$ cat src/rtl/avf_pkg.sv
package avf_pkg;

    localparam int DW        = 32;
    localparam int SEL_W     = 5;
    localparam int NOWN_N    = 7;
    localparam int OWN_N     = 3;
    localparam int OWN_SHIFT = 16;

    localparam logic [SEL_W-1:0] OFF_STATUS = 5'd0;
    localparam logic [SEL_W-1:0] OFF_ENABLE = 5'd1;
    localparam logic [SEL_W-1:0] OFF_FORCE  = 5'd2;
    localparam logic [SEL_W-1:0] OFF_CLEAR  = 5'd3;
    localparam int               OFF_NADDR  = 16;
    localparam int               OFF_OADDR  = 24;

    typedef enum logic [0:0] {
        PORT_IDLE = 1'b0,
        PORT_RESP = 1'b1
    } port_state_e;

endpackage

$ cat src/rtl/avf_flag_bank.sv
module avf_flag_bank #(
    parameter int N  = 7,
    parameter int AW = 16
) (
    input  logic                 clk,
    input  logic                 rst_n,
    input  logic [N-1:0]         hw_evt,
    input  logic [AW-1:0]        hw_addr,
    input  logic [N-1:0]         force_bits,
    input  logic [N-1:0]         clear_bits,
    output logic [N-1:0]         flags,
    output logic [N-1:0][AW-1:0] addrs
);

    genvar g;
    generate
        for (g = 0; g < N; g++) begin : g_src
            logic flag_q;
            logic [AW-1:0] addr_q;
            logic first_hit;

            // A pulse that finds the flag clear is the first of its kind.
            assign first_hit = hw_evt[g] && !flag_q;

            always_ff @(posedge clk or negedge rst_n) begin
                if (!rst_n) begin
                    flag_q <= 1'b0;
                end else if (hw_evt[g] || force_bits[g]) begin
                    flag_q <= 1'b1;      // setting wins over a coincident clear
                end else if (clear_bits[g]) begin
                    flag_q <= 1'b0;
                end
            end

            always_ff @(posedge clk or negedge rst_n) begin
                if (!rst_n) begin
                    addr_q <= '0;
                end else if (first_hit) begin
                    addr_q <= hw_addr;
                end
            end

            assign flags[g] = flag_q;
            assign addrs[g] = addr_q;
        end
    endgenerate

endmodule

$ cat src/rtl/avf_irq_gen.sv
module avf_irq_gen #(
    parameter int N = 7
) (
    input  logic         clk,
    input  logic         rst_n,
    input  logic [N-1:0] flags,
    input  logic [N-1:0] enables,
    output logic         irq
);

    logic pending;

    assign pending = |(flags & enables);

    always_ff @(posedge clk or negedge rst_n) begin
        if (!rst_n) begin
            irq <= 1'b0;
        end else begin
            irq <= pending;
        end
    end

endmodule

$ cat src/rtl/avf_reg_port.sv
module avf_reg_port
    import avf_pkg::*;
#(
    parameter int AW = 16
) (
    input  logic                      clk,
    input  logic                      rst_n,
    input  logic                      reg_req,
    input  logic                      reg_wr,
    input  logic [SEL_W-1:0]          reg_sel,
    input  logic [DW-1:0]             reg_wdata,
    input  logic [NOWN_N-1:0]         nown_flags,
    input  logic [OWN_N-1:0]          own_flags,
    input  logic [NOWN_N-1:0][AW-1:0] nown_addrs,
    input  logic [OWN_N-1:0][AW-1:0]  own_addrs,
    output logic [NOWN_N-1:0]         enables,
    output logic [NOWN_N-1:0]         force_nown,
    output logic [OWN_N-1:0]          force_own,
    output logic [NOWN_N-1:0]         clear_nown,
    output logic [OWN_N-1:0]          clear_own,
    output logic [DW-1:0]             reg_rdata,
    output logic                      reg_rvalid
);

    port_state_e state_q, state_d;
    logic read_now, write_now;
    logic [DW-1:0] rd_mux;
    logic [DW-1:0] rdata_q;
    logic [NOWN_N-1:0] en_q;

    assign read_now  = reg_req && !reg_wr;
    assign write_now = reg_req && reg_wr;

    // State register.
    always_ff @(posedge clk or negedge rst_n) begin
        if (!rst_n) begin
            state_q <= PORT_IDLE;
        end else begin
            state_q <= state_d;
        end
    end

    // Next-state selection.
    always_comb begin
        state_d = state_q;
        unique case (state_q)
            PORT_IDLE: state_d = read_now ? PORT_RESP : PORT_IDLE;
            PORT_RESP: state_d = read_now ? PORT_RESP : PORT_IDLE;
            default:   state_d = PORT_IDLE;
        endcase
    end

    // Outputs of the sequencer.
    always_comb begin
        reg_rvalid = 1'b0;
        reg_rdata  = '0;
        unique case (state_q)
            PORT_IDLE: begin
                reg_rvalid = 1'b0;
                reg_rdata  = '0;
            end
            PORT_RESP: begin
                reg_rvalid = 1'b1;
                reg_rdata  = rdata_q;
            end
            default: begin
                reg_rvalid = 1'b0;
                reg_rdata  = '0;
            end
        endcase
    end

    // Read multiplexer over the current state.
    always_comb begin
        rd_mux = '0;
        if (reg_sel == OFF_STATUS) begin
            rd_mux = DW'(nown_flags) | (DW'(own_flags) << OWN_SHIFT);
        end else if (reg_sel == OFF_ENABLE) begin
            rd_mux = DW'(en_q);
        end
        for (int i = 0; i < NOWN_N; i++) begin
            if (reg_sel == SEL_W'(OFF_NADDR + i)) begin
                rd_mux = DW'(nown_addrs[i]);
            end
        end
        for (int k = 0; k < OWN_N; k++) begin
            if (reg_sel == SEL_W'(OFF_OADDR + k)) begin
                rd_mux = DW'(own_addrs[k]);
            end
        end
    end

    always_ff @(posedge clk or negedge rst_n) begin
        if (!rst_n) begin
            rdata_q <= '0;
        end else if (read_now) begin
            rdata_q <= rd_mux;
        end
    end

    always_ff @(posedge clk or negedge rst_n) begin
        if (!rst_n) begin
            en_q <= '0;
        end else if (write_now && reg_sel == OFF_ENABLE) begin
            en_q <= reg_wdata[NOWN_N-1:0];
        end
    end

    assign enables = en_q;

    // Write strobes for the flag banks.
    always_comb begin
        force_nown = '0;
        force_own  = '0;
        clear_nown = '0;
        clear_own  = '0;
        if (write_now && reg_sel == OFF_FORCE) begin
            force_nown = reg_wdata[NOWN_N-1:0];
            force_own  = reg_wdata[OWN_SHIFT +: OWN_N];
        end
        if (write_now && reg_sel == OFF_CLEAR) begin
            clear_nown = reg_wdata[NOWN_N-1:0];
            clear_own  = reg_wdata[OWN_SHIFT +: OWN_N];
        end
    end

endmodule

$ cat src/rtl/avf_unit.sv
module avf_unit
    import avf_pkg::*;
#(
    parameter int AW = 16
) (
    input  logic              clk,
    input  logic              rst_n,
    input  logic [NOWN_N-1:0] nown_evt,
    input  logic [AW-1:0]     nown_addr,
    input  logic [OWN_N-1:0]  own_evt,
    input  logic [AW-1:0]     own_addr,
    input  logic              reg_req,
    input  logic              reg_wr,
    input  logic [SEL_W-1:0]  reg_sel,
    input  logic [DW-1:0]     reg_wdata,
    output logic [DW-1:0]     reg_rdata,
    output logic              reg_rvalid,
    output logic              viol_irq
);

    logic [NOWN_N-1:0]         nown_flags;
    logic [OWN_N-1:0]          own_flags;
    logic [NOWN_N-1:0][AW-1:0] nown_addrs;
    logic [OWN_N-1:0][AW-1:0]  own_addrs;
    logic [NOWN_N-1:0]         enables;
    logic [NOWN_N-1:0]         force_nown;
    logic [OWN_N-1:0]          force_own;
    logic [NOWN_N-1:0]         clear_nown;
    logic [OWN_N-1:0]          clear_own;

    avf_flag_bank #(.N(NOWN_N), .AW(AW)) u_nown_bank (
        .clk        (clk),
        .rst_n      (rst_n),
        .hw_evt     (nown_evt),
        .hw_addr    (nown_addr),
        .force_bits (force_nown),
        .clear_bits (clear_nown),
        .flags      (nown_flags),
        .addrs      (nown_addrs)
    );

    avf_flag_bank #(.N(OWN_N), .AW(AW)) u_own_bank (
        .clk        (clk),
        .rst_n      (rst_n),
        .hw_evt     (own_evt),
        .hw_addr    (own_addr),
        .force_bits (force_own),
        .clear_bits (clear_own),
        .flags      (own_flags),
        .addrs      (own_addrs)
    );

    avf_reg_port #(.AW(AW)) u_port (
        .clk        (clk),
        .rst_n      (rst_n),
        .reg_req    (reg_req),
        .reg_wr     (reg_wr),
        .reg_sel    (reg_sel),
        .reg_wdata  (reg_wdata),
        .nown_flags (nown_flags),
        .own_flags  (own_flags),
        .nown_addrs (nown_addrs),
        .own_addrs  (own_addrs),
        .enables    (enables),
        .force_nown (force_nown),
        .force_own  (force_own),
        .clear_nown (clear_nown),
        .clear_own  (clear_own),
        .reg_rdata  (reg_rdata),
        .reg_rvalid (reg_rvalid)
    );

    // Only the non-owner bank feeds the interrupt.
    avf_irq_gen #(.N(NOWN_N)) u_irq (
        .clk     (clk),
        .rst_n   (rst_n),
        .flags   (nown_flags),
        .enables (enables),
        .irq     (viol_irq)
    );

endmodule

$ cat config.mk
export PLATFORM = sky130hd
export DESIGN_NAME = avf_unit
export DESIGN_NICKNAME = d
export VERILOG_FILES = /design/src/rtl/avf_pkg.sv /design/src/rtl/avf_flag_bank.sv /design/src/rtl/avf_irq_gen.sv /design/src/rtl/avf_reg_port.sv /design/src/rtl/avf_unit.sv
export SDC_FILE = /design/constraint.sdc
export NUM_CORES = 1
export LEC_CHECK = 0
export BUFFER_PORTS_ARGS = -buffer_cell sky130_fd_sc_hd__buf_4
export CORE_MARGIN = 5
export CORE_UTILIZATION = 55
export DETAILED_ROUTE_END_ITERATION = 10
export PLACE_DENSITY = 0.72
export SYNTH_ARGS = -nofsm -noshare
export SYNTH_HDL_FRONTEND = slang
export SYNTH_SLANG_ARGS = --single-unit
$ cat constraint.sdc
create_clock -name clk -period 1.8 [get_ports clk]
set_input_delay 0 -clock clk [delete_from_list [all_inputs] [get_ports clk]]
set_output_delay 0 -clock clk [all_outputs]
set_load 0.01 [all_outputs]
Yosys cells after proc, flatten, opt, wreduce, memory -nomap -nowiden --
Cells that the tools add are included.
Word-level totals: bits of input ports 83, logic and storage cells 127, register bits 211
Operators by class: mux-type cells 39, bitwise logic cells 3, reductions and logical operators 48, equal/unequal tests 13
Operator list (number):
- 32-bit 2-to-1 mux | 11
- 32-bit case mux with 2 select lines | 1
- 5-bit equality test, second input constant | 10
- 1-bit 2-to-1 mux | 21
- 7-bit 2-to-1 mux | 3
- 2-bit nonzero test | 10
- 7-bit by 19-bit OR with 19-bit output | 1
- 1-bit logical AND | 15
- 1-bit zero test | 11
- 5-bit by 2-bit equality test with 1-bit output, second input constant | 2
- 1-bit logical OR | 10
- 7-bit AND | 1
- 7-bit OR reduction | 1
- 3-bit 2-to-1 mux | 2
- 5-bit by 1-bit equality test with 1-bit output, second input constant | 1
- 5-bit zero test | 1
- 1-bit case mux with 2 select lines | 1
- 1-bit inverter | 1

Logic depth before layout (Yosys ltp) --
Gate-level depths: netlist of run 1.
depth after elaboration 13, mapped depth 9

Modules after synthesis --
From an unflattened synthesis of run 1, not the netlist that was laid out.
Unflattened totals: cell total of the unflattened synthesis 831, area, all modules 10321.1 µm²
Modules (own cells, without submodules):
- avf_flag_bank (u_nown_bank) | cells an instance 280, area each 4948.5 µm², times used 1, seq. area each 2977.9 µm²
- avf_reg_port | cells an instance 426, area each 3201.8 µm², times used 1, seq. area each 675.6 µm²
- avf_flag_bank (u_own_bank) | cells an instance 120, area each 2115.8 µm², times used 1, seq. area each 1276.2 µm²
- avf_irq_gen | cells an instance 5, area each 55.1 µm², times used 1, seq. area each 25.0 µm²

Worst setup path after synthesis of run 1 --
No wires, ideal clock.
path type register to register, start register u_nown_bank.g_src[6].flag_q, end register u_nown_bank.g_src[6].addr_q[10], stages on the path, launching flop included 5, required time 1675 ps, setup time 125 ps, arrival 1474 ps, path buffers 2, setup slack 201 ps, cells stage by stage dfrtp_1 nor2b_1 clkbuf_1 clkbuf_1 mux2_2
Between the ends: cells in the longest elaborated chain, start to end 2
Ends and longest elaborated chain:
- from (decl) | RTL line avf_flag_bank.sv:18 | logic flag_q;
- from (signal assigned) | RTL line avf_flag_bank.sv:27 | flag_q <= 1'b0;
- from (signal assigned) | RTL line avf_flag_bank.sv:29 | flag_q <= 1'b1;
- from (signal assigned) | RTL line avf_flag_bank.sv:31 | flag_q <= 1'b0;
- 1-bit zero test | RTL line avf_flag_bank.sv:23 | assign first_hit = hw_evt[g] && !flag_q;
- 1-bit logical AND | RTL line avf_flag_bank.sv:23
- to (signal assigned) | RTL line avf_flag_bank.sv:39 | addr_q <= hw_addr;
- to (decl) | RTL line avf_flag_bank.sv:19 | logic [AW-1:0] addr_q;
No other way between the ends. A chain may end at the register's enable or synchronous reset.

Worst setup path in the final report of run 1 --
start input port reg_sel[2], end register u_own_bank.g_src[2].flag_q
Between the ends: cells in the longest elaborated chain, start to end 5, elaborated cells on any way between the ends 9, those cells by class eq/ne (2); mux (3); reduce/logical (4)
Ends and longest elaborated chain:
- from (decl) | RTL line avf_unit.sv:14 | input logic [SEL_W-1:0] reg_sel,
- 5-bit by 2-bit equality test with 1-bit output | RTL line avf_reg_port.sv:117 | if (write_now && reg_sel == OFF_FORCE) begin
- 1-bit logical AND | RTL line avf_reg_port.sv:117
- 3-bit 2-to-1 mux | RTL line avf_reg_port.sv:117
- 1-bit logical OR | RTL line avf_flag_bank.sv:28 | end else if (hw_evt[g] || force_bits[g]) begin
- 1-bit 2-to-1 mux / 2-bit nonzero test (equally long branches)
- to (signal assigned) | RTL line avf_flag_bank.sv:27
- to (signal assigned) | RTL line avf_flag_bank.sv:29
- to (signal assigned) | RTL line avf_flag_bank.sv:31
- to (decl) | RTL line avf_flag_bank.sv:18
Parallel ways exist; a longest one is shown, timed or not.

==> out/qor_table.md, run 1 <==
| Group | Quantity | This run |
| --- | --- | --- |
| timing | Min Clock Period, post-route | 1.683 ns |
| timing | Worst slew margin | 0.6011 |
| critical path | CP endpoint kind | flop |
| timing | Setup total negative slack | 0 ns |
| layout | Fraction of final layout cells with drive strength greater than 1 | 0.3521 |
| layout | Number of antenna repair diodes | 0 |
| hold path | Tightest Hold Check Type | input pin to asynchronous set/reset pin |
| power and ir drop | Pwr Density | 929.6 nW/um2 |
| grt | Via count of the first global-routing pass | 7,731 |
| cts | Post-CTS setup buffers | 0 |
| layout | Nets | 1,064 |
| logic synthesis | Share of synthesized flip-flops with an asynchronous set or reset | 1.000 |
| die | Row cnt | 48 |
| layout | Layout Cells excl Fill | 1,219 |
| logic synthesis | Cells taking the most area after synthesis | sky130_fd_sc_hd__dfrtp_1 (51%), sky130_fd_sc_hd__mux2_2 (20%), sky130_fd_sc_hd__o21ai_0 (2.4%) |
| place | HPWL reported at the end of detailed placement | 17,740 um |
| grt | Global-route wire length before repair | 41,750 um |
| status | Run status | completed |
| logic synthesis | Mean instance size in the synthesized netlist | 11.64 um2 |
| logic synthesis | Number of synthesis warnings | 0 |
| logic synthesis | Flip-flop and latch count after synthesis | 198 |
| drt | Total detailed-routing wirelength | 25,930 um |
| logic synthesis | Portion of synthesized cell area occupied by the leading cell type | 0.5136 |
| grt | Pin count of the biggest net entering global routing | 66 |
| place | Total placed cells including tap cells | 1,127 |
| timing | Transition time at the pin with the least slew margin | 0.5983 ns |
| power and ir drop | Maximum vdd ir drop | 0.7531 mV |
| logic synthesis | Number of enable-type register cells in the synthesized netlist | 0 |
| logic synthesis | Library cell with the largest summed area after synthesis | sky130_fd_sc_hd__dfrtp_1 |
| die | I/O pin total | 117 |
| place | Routability Congestion | 0.8817 |
| logic synthesis | Sequential element share of the synthesized area | 0.5136 |
| die | Height of the die | 142.4 um |
| logic synthesis | Top FF cell, synth | sky130_fd_sc_hd__dfrtp_1 |
| cts | Clock latency on the worst-skew pair | 0.44 ns |
| timing | Setup repair after global routing missed its margin | false |
| critical path | Critical path fanouts, max | 29 |
| timing | Worst Setup Slack, final | 0.1165 ns |
| layout | Fill cell instance count of the final layout | 1,216 |
| power and ir drop | Leakage component of the power | 5.094 nW |
| drt | Via/cell ratio | 6.059 |
| cts | CTS sink count | 198 |
| power and ir drop | Combinational group share of total power | 0.151 |
| layout | Footprint of the multi-input gates | 4332 um2 |
| timing | Period utilisation layout | 0.9353 |
| timing | Number of failing setup endpoints in the final timing report | 0 |
| drt | Remaining antenna violation count | 0 |
| logic synthesis | Number of different library cells in the post-synthesis netlist | 65 |
| place | Setup Slack @ Placement | 0.08513 ns |
| cts | Clock-pin transition on the worst setup and hold timing paths | 0.07 ns |
| power and ir drop | Portion of total power attributed to sequential cells | 0.498 |
| power and ir drop | Clock network fraction of total power | 0.351 |
| timing | Final slew viol count | 0 |
| logic synthesis | Area of the mapped netlist | 9647 um2 |
| run | Maxcap violations | 0 |
| grt | Initial antenna violation count | 0 |
| cts | CTS max path bufs | 2 |
| timing | Highest Clock Rate | 0.5940 GHz |
| die | Area of the die | 20,290 um2 |
| cts | Number of H-tree branching levels | 4 |
| critical path | Arrival time of data at the critical path endpoint | 2.00 ns |
| critical path | Data required time at the worst endpoint | 2.12 ns |
| critical path | Critical path class | input pin to flop |
| power and ir drop | Switching part of the total power | 0.2610 |
| logic synthesis | Synthesized netlist cell count | 829 |
| grt | Total Routing Usage GR | 0.2634 |
| drt | Number of DRC violations after detailed routing | 0 |
| drt | Detailed-route via count | 7,386 |
| drt | Routed length per placed instance | 21.27 um |
| grt | Leftover overflow at the end of global routing | 0 |
| drt | Router iterations before antenna repair | 5 |
| layout | End-of-flow core utilization | 0.6868 |
| critical path | CP Launch Type | input pin |
| power and ir drop | P_int | 0.008132 W |
| cts | TritonCTS clock tree | yes |
| layout | Area taken by flip-flops and latches | 4955 um2 |
| timing | Final Hold Viols | 0 |
| die | Core Footprint | 17,240 um2 |
| die | Starting utilization of the core area | 0.5597 |
| timing | Largest clock skew in the final design | 0.006740 ns |
| die | Die extent in x | 142.4 um |
| cts | Root buffer selected by CTS | sky130_fd_sc_hd__clkbuf_16 |
| layout | Area growth from synthesis to layout | 22.71% |
| place | Buffers on Ports | 81 |
| cts | Number of buffers created by CTS | 17 |
| drt | First-iteration detailed-routing DRC count | 558 |
| power and ir drop | Switching power | 0.002872 W |
## flip-flops by register name, indices dropped and copies added, names as in the netlist
register and count:
u_irq.irq 1, u_nown_bank.g_src.addr_q 112, u_nown_bank.g_src.flag_q 7, u_own_bank.g_src.addr_q 48
u_own_bank.g_src.flag_q 3, u_port.enables 7, u_port.rdata_q 19, u_port.state_q 1
## cell families (layout without fill, tap and decap cells)
kind of cell           count (synthesis)  after routing  synth area share
buffers and inverters                 84            237           0.04254
AOI/OAI and AO/OA                    183            183            0.1274
DFF                                  198            198            0.5136
and+or+nand+nor                      183            183            0.1073
other                                  1             13         0.0003887
muxes                                180            180            0.2088
## final timing paths
kind                                    start                              to  slack, ns  cells past startpoint
max                                reg_sel[2]      u_own_bank.g_src[2].flag_q       0.12                      8
min                                     rst_n  u_own_bank.g_src[0].addr_q[13]       0.13                      2
max reg2reg                 u_port.enables[3]               u_port.rdata_q[3]       0.14                      6
max in group asynchronous               rst_n  u_nown_bank.g_src[0].addr_q[1]       0.92                      3
min in group clk                   reg_sel[4]              u_port.rdata_q[10]       0.13                      3
min reg2reg                u_port.rdata_q[18]              u_port.rdata_q[18]       0.47                      2
## cells in the mapped netlist (all sizes together), types with 2 or more instances
cell type,n
o21a,6
and2,23
buf,43
o21ai,48
a221oi,2
dfrtp,198
nand3,13
o221ai,3
a32o,4
a211oi,3
nor2,35
o211ai,3
nand2,43
a21boi,2
a21o,4
nor4b,3
mux2,170
o31a,3
a31oi,4
nand4bb,2
a21oi,39
a2111oi,3
mux2i,10
nand3b,5
nor3b,4
a22o,7
a22oi,4
a221o,2
and4bb,2
a222oi,2
nor3,5
o221a,4
inv,11
or3b,4
nand2b,6
o22a,3
a211o,11
nor2b,20
o2111ai,2
o31ai,5
a32oi,2
clkbuf,30
or3,12
o22ai,14
## worst max-delay path, cell delays in order
cell                            delay, ns
sky130_fd_sc_hd__buf_4               0.21
sky130_fd_sc_hd__buf_4               0.19
sky130_fd_sc_hd__nor2_4              0.16
sky130_fd_sc_hd__nor4b_4             0.25
sky130_fd_sc_hd__buf_4               0.22
sky130_fd_sc_hd__nand2_1             0.09
sky130_fd_sc_hd__a211o_1             0.29
sky130_fd_sc_hd__dlygate4sd3_1       0.57
## power by group through the flow
stage | Combinational [W] | Clock, W | Sequential, W
2_1_floorplan | 0.00103 | 0 | 0.00542
3_3_place_gp | 0.00148 | 0 | 0.00550
3_5_place_dp | 0.00155 | 0 | 0.00555
4_1_cts | 0.00166 | 0.00389 | 0.00547
5_1_grt | 0.00182 | 0.00411 | 0.00554
6_report | 0.00166 | 0.00386 | 0.00548
## timing repair
| action | CTS | global route |
|---|---|---|
| resized for setup | 0 | 1 |
| endpoints found under the hold margin | 238 | 0 |
| setup endpoints to repair | 0 | 1 |
| hold buffers | 60 | 0 |
## cells in the final DEF, fill, tap and decap left out, types with 5 or more instances in the layout
cell type / n
sky130_fd_sc_hd__dlygate4sd3_1: 60
sky130_fd_sc_hd__nand2_1: 43
sky130_fd_sc_hd__inv_1: 11
sky130_fd_sc_hd__conb_1: 13
sky130_fd_sc_hd__o21a_1: 6
sky130_fd_sc_hd__mux2_2: 169
sky130_fd_sc_hd__and2_1: 23
sky130_fd_sc_hd__or3_1: 12
sky130_fd_sc_hd__a21oi_1: 39
sky130_fd_sc_hd__nor2b_1: 20
sky130_fd_sc_hd__nor2_1: 34
sky130_fd_sc_hd__nand2b_1: 6
sky130_fd_sc_hd__dfrtp_1: 198
sky130_fd_sc_hd__nand3_1: 13
sky130_fd_sc_hd__a211o_1: 11
sky130_fd_sc_hd__a22o_1: 7
sky130_fd_sc_hd__o21ai_0: 47
sky130_fd_sc_hd__nand3b_1: 5
sky130_fd_sc_hd__buf_4: 131
sky130_fd_sc_hd__mux2i_1: 10
sky130_fd_sc_hd__o31ai_1: 5
sky130_fd_sc_hd__clkbuf_16: 17
sky130_fd_sc_hd__o22ai_1: 14
## area by class of cell
| cell class | instances | area share |
|---|---|---|
| Clock buffer | 20 | 0.03773 |
| Clock inverter | 12 | 0.01216 |
| Inverter | 11 | 0.003488 |
| Multi-Input combinational cell | 559 | 0.3659 |
| Sequential cell | 198 | 0.4186 |
| Tap cell | 225 | 0.02378 |
| Timing Repair Buffer | 194 | 0.1384 |
## layer usage
layer / track usage / share of wire / up-vias
met5: 0 / 0 / -
met3: 0.05074 / 0.064 / 54
met1: 0.3702 / 0.44 / 3738
met4: 0.08954 / 0.023 / 0
met2: 0.4144 / 0.48 / 298
li1: - / - / 3296
## per-stage QoR
| step | instance area [um2] | hold slack, ns | power, W |
|---|---|---|---|
| CTS | 11830 | 0.1181 | 0.01102 |
| finish | 11840 | 0.1262 | 0.01100 |
| detailed placement | 10640 | 0.03439 | 0.007104 |
| global placement | 10640 | 0.02564 | 0.006988 |
| global route | 11840 | 0.1373 | 0.01148 |
| floorplan | 9692 | -0.2956 | 0.006446 |
No activity file was read; power rests on OpenSTA's default activity.
==> inputs of run 2 (changes only) <==
--- a/config.mk
+++ b/config.mk
@@ -7,9 +7,9 @@
 export LEC_CHECK = 0
 export BUFFER_PORTS_ARGS = -buffer_cell sky130_fd_sc_hd__buf_4
 export CORE_MARGIN = 5
-export CORE_UTILIZATION = 55
+export CORE_UTILIZATION = 58
 export DETAILED_ROUTE_END_ITERATION = 10
-export PLACE_DENSITY = 0.72
+export PLACE_DENSITY = 0.76
 export SYNTH_ARGS = -nofsm -noshare
 export SYNTH_HDL_FRONTEND = slang
 export SYNTH_SLANG_ARGS = --single-unit
==> run 2 against run 1 <==
Non-clock buffer count shrank 1; maximum frequency is 3.0% lower; register-to-register slack better by 0.02 ns; flip-flop and latch count is the same; utilization up 3.6 points; via count rose by 0.97%; clock-buffer cell count did not move; cell area grew 0.51%; sequential power about the same; die area shrank 4.8%; worst hold slack lost 0.022 ns; combinational power barely moved; critical endpoint is now u_nown_bank.g_src[0].flag_q; largest power group unchanged.
==> out/qor_table.md, run 2 (synthesized netlist as in run 1, its figures left out) <==
| Group | Quantity | This run | vs previous |
| --- | --- | --- | --- |
| cts | TritonCTS clock tree | yes | unchanged |
| cts | Clock-pin transition on the worst setup and hold timing paths | 0.07 ns | about the same |
| die | Height of the die | 139.0 um | was 142.4 um |
| power and ir drop | Leakage component of the power | 5.130 nW | was 5.094 nW |
| die | Starting utilization of the core area | 0.5859 | was 0.5597 |
| drt | Router iterations before antenna repair | 5 | unchanged |
| critical path | Most repeated library cell on the critical path | sky130_fd_sc_hd__buf_4 | unchanged |
| layout | Flip-flop count of the largest register, all copies and words added | 112 | unchanged |
| layout | Nets | 1,063 | was 1,064 |
| timing | Final slew viol count | 0 | unchanged |
| place | HPWL reported at the end of detailed placement | 17,940 um | was 17,740 um |
| run | Maxcap violations | 0 | unchanged |
| drt | Routed length per placed instance | 22.15 um | was 21.27 um |
| die | I/O pin total | 117 | unchanged |
| critical path | Arrival time of data at the critical path endpoint | 2.04 ns | was 2.00 ns |
| place | Buffers on Ports | 81 | unchanged |
| die | Area of the die | 19,310 um2 | was 20,290 um2 |
| critical path | Worst setup endpoint | u_nown_bank.g_src[0].flag_q | was u_own_bank.g_src[2].flag_q |
| power and ir drop | Pwr Density | 953.8 nW/um2 | was 929.6 nW/um2 |
| die | Core Footprint | 16,470 um2 | was 17,240 um2 |
| timing | Final Hold Viols | 0 | unchanged |
| critical path | Crit. Startpoint | reg_sel[1] | was reg_sel[2] |
| cts | Number of H-tree branching levels | 4 | unchanged |
| layout | Leading cell types in the layout, fill and taps excluded | sky130_fd_sc_hd__dfrtp_1 (198), sky130_fd_sc_hd__mux2_2 (169), sky130_fd_sc_hd__buf_4 (128) | was sky130_fd_sc_hd__dfrtp_1 (198), sky130_fd_sc_hd__mux2_2 (169), sky130_fd_sc_hd__buf_4 (131) |
| layout | Most common cell after layout, fill and taps aside | sky130_fd_sc_hd__dfrtp_1 | unchanged |
| timing | Highest Clock Rate | 0.5759 GHz | was 0.5940 GHz |
| critical path | Critical path fanouts, max | 29 | unchanged |
| place | Post-detailed-placement cell area | 10,650 um2 | was 10,640 um2 |
| grt | Via count of the first global-routing pass | 7,628 | was 7,731 |
| timing | Period utilisation layout | 0.9647 | was 0.9353 |
| critical path | Slowest cell on crit path | sky130_fd_sc_hd__dlygate4sd3_1 | unchanged |
| cts | Clock latency on the worst-skew pair | 0.43 ns | was 0.44 ns |
| layout | Fraction of final layout cells with drive strength greater than 1 | 0.3508 | was 0.3521 |
| layout | Largest registers ranked by flip-flop count | u_nown_bank.g_src.addr_q x112, u_own_bank.g_src.addr_q x48, u_port.rdata_q x19 | unchanged |
| cts | Root buffer selected by CTS | sky130_fd_sc_hd__clkbuf_16 | unchanged |
| cts | Number of buffers created by CTS | 17 | unchanged |
| layout | Final non-filler cell area | 11,900 um2 | was 11,840 um2 |
| layout | End-of-flow core utilization | 0.7226 | was 0.6868 |
| drt | Total detailed-routing wirelength | 26,870 um | was 25,930 um |
| cts | CTS sink count | 198 | unchanged |
| layout | Area growth from synthesis to layout | 23.33% | was 22.71% |
| drt | Via/cell ratio | 6.148 | was 6.059 |
| hold path | Tightest Hold Check Type | input pin to flop | was input pin to asynchronous set/reset pin |
| power and ir drop | Maximum vdd ir drop | 0.7327 mV | was 0.7531 mV |
| critical path | Worst R2R Start | u_nown_bank.g_src[3].addr_q[15] | was u_port.enables[3] |
| critical path | Data required time at the worst endpoint | 2.10 ns | was 2.12 ns |
| grt | Pin count of the biggest net entering global routing | 59 | was 66 |
| critical path | Critical path class | input pin to flop | unchanged |
| timing | Number of failing setup endpoints in the final timing report | 0 | unchanged |
| die | Die extent in x | 139.0 um | was 142.4 um |
| critical path | Crit-path cells | buf_4 -> inv_1 -> nor4b_4 -> buf_4 -> nand2_1 -> a211o_1 -> dlygate4sd3_1 | was buf_4 -> buf_4 -> nor2_4 -> nor4b_4 -> buf_4 -> nand2_1 -> a211o_1 -> dlygate4sd3_1 |
| grt | Total Routing Usage GR | 0.2807 | was 0.2634 |
| timing | Setup repair after global routing missed its margin | false | unchanged |
| drt | Detailed-route via count | 7,458 | was 7,386 |
| layout | Fill cell instance count of the final layout | 1,142 | was 1,216 |
| timing | Worst slew margin | 0.5424 | was 0.6011 |
| critical path | Flop2flop setup slack | 0.16 ns | was 0.14 ns |
| drt | Remaining antenna violation count | 0 | unchanged |
| place | Routability Congestion | 0.9081 | was 0.8817 |
| cts | CTS max path bufs | 2 | unchanged |
| grt | Global-route wire length before repair | 42,870 um | was 41,750 um |
| timing | Setup total negative slack | 0 ns | unchanged |
| cts | Post-CTS setup buffers | 0 | unchanged |
| critical path | Capture point of the worst reg-to-reg path | u_port.rdata_q[15] | was u_port.rdata_q[3] |
| drt | First-iteration detailed-routing DRC count | 731 | was 558 |
| grt | Initial antenna violation count | 0 | unchanged |
| critical path | R2r worst-path depth | 5 | was 6 |
| timing | Transition time at the pin with the least slew margin | 0.6849 ns | was 0.5983 ns |
| status | Run status | completed | unchanged |
| timing | Min Clock Period, post-route | 1.736 ns | was 1.683 ns |
| power and ir drop | Total power | 0.01135 W | was 0.01100 W |
| cts | Number of instances resized during post-cts repair | 0 | unchanged |
| grt | Leftover overflow at the end of global routing | 0 | unchanged |
| critical path | CP endpoint kind | flop | unchanged |
| die | Row cnt | 47 | was 48 |
| layout | Layout Cells excl Fill | 1,213 | was 1,219 |
| critical path | CP Launch Type | input pin | unchanged |
| place | Total placed cells including tap cells | 1,121 | was 1,127 |
| critical path | Max stage delay on crit path | 0.58 ns | was 0.57 ns |
| layout | Most flops, register | u_nown_bank.g_src.addr_q | unchanged |
| drt | Number of DRC violations after detailed routing | 0 | unchanged |
| timing | Largest clock skew in the final design | 0.006034 ns | was 0.006740 ns |
-- run 2: cell count changes in the layout (fill, tap and decap cells not counted), moves of 2 or more --
cell / previous run / this run
sky130_fd_sc_hd__buf_4: 131 / 128
sky130_fd_sc_hd__bufinv_16: 2 / 5
sky130_fd_sc_hd__buf_12: 2 / 4
sky130_fd_sc_hd__clkinvlp_4: 2 / 0
-- run 2: worst min-delay path by stage --
stage / from / to / slack [ns] / cells after the start
2_1_floorplan: rst_n / u_irq.irq / -0.30 / 0
3_3_place_gp: rst_n / u_own_bank.g_src[0].addr_q[11] / -0.001 / 1
3_5_place_dp: rst_n / u_own_bank.g_src[0].addr_q[11] / 0.003 / 1
4_1_cts: reg_req / u_port.rdata_q[18] / 0.07 / 4
5_1_grt: rst_n / u_own_bank.g_src[0].addr_q[11] / 0.14 / 2
6_report: reg_req / u_port.rdata_q[18] / 0.10 / 4
-- run 2: report_power, final --
group          internal, W  leakage [nW]  switching (W)
clock              0.00251         0.315        0.00165
combinational     0.000914          2.41       0.000774
sequential         0.00511          2.41       0.000386
total              0.00854          5.13        0.00281
-- run 2: what timing repair did --
item	4_1_cts	5_1_grt
endpoints found under the hold margin	366	0
hold buffers	60	0
setup endpoints to repair	0	0
-- run 2: critical path: cells and delay by family --
| family | cells | cell delay [ns] |
|---|---|---|
| buf+inv | 4 | 1.33 |
| simple gates | 2 | 0.38 |
| compound gates | 1 | 0.30 |
-- run 2: routing by layer --
metal,vias to the layer above,share of wire,track usage
li1,3278,-,-
met1,3791,0.42,0.3837
met2,346,0.48,0.4467
met3,43,0.079,0.06897
met4,0,0.020,0.08805
met5,-,0,0
-- run 2: metrics by stage --
stage | hold WS [ns] | setup slack (ns)
after floorplan | -0.2956 | 0.2008
after global placement | -0.001412 | 0.06634
after detailed placement | 0.002796 | 0.07632
after CTS | 0.07270 | 0.1538
after global routing | 0.1428 | 0.04117
final | 0.1042 | 0.06361
-- run 2: area by class of cell --
cell class,instances,area (um2),area share
flip-flops and latches,198,4955,0.4164
multi-input cells,559,4327,0.3637
repair buffers,193,1655,0.1391
clock buffers,20,446.7,0.03754
well taps,220,275.3,0.02314
clock inverters,11,195.2,0.01641
inverters,11,41.29,0.003470
diodes,1,2.502,0.0002103
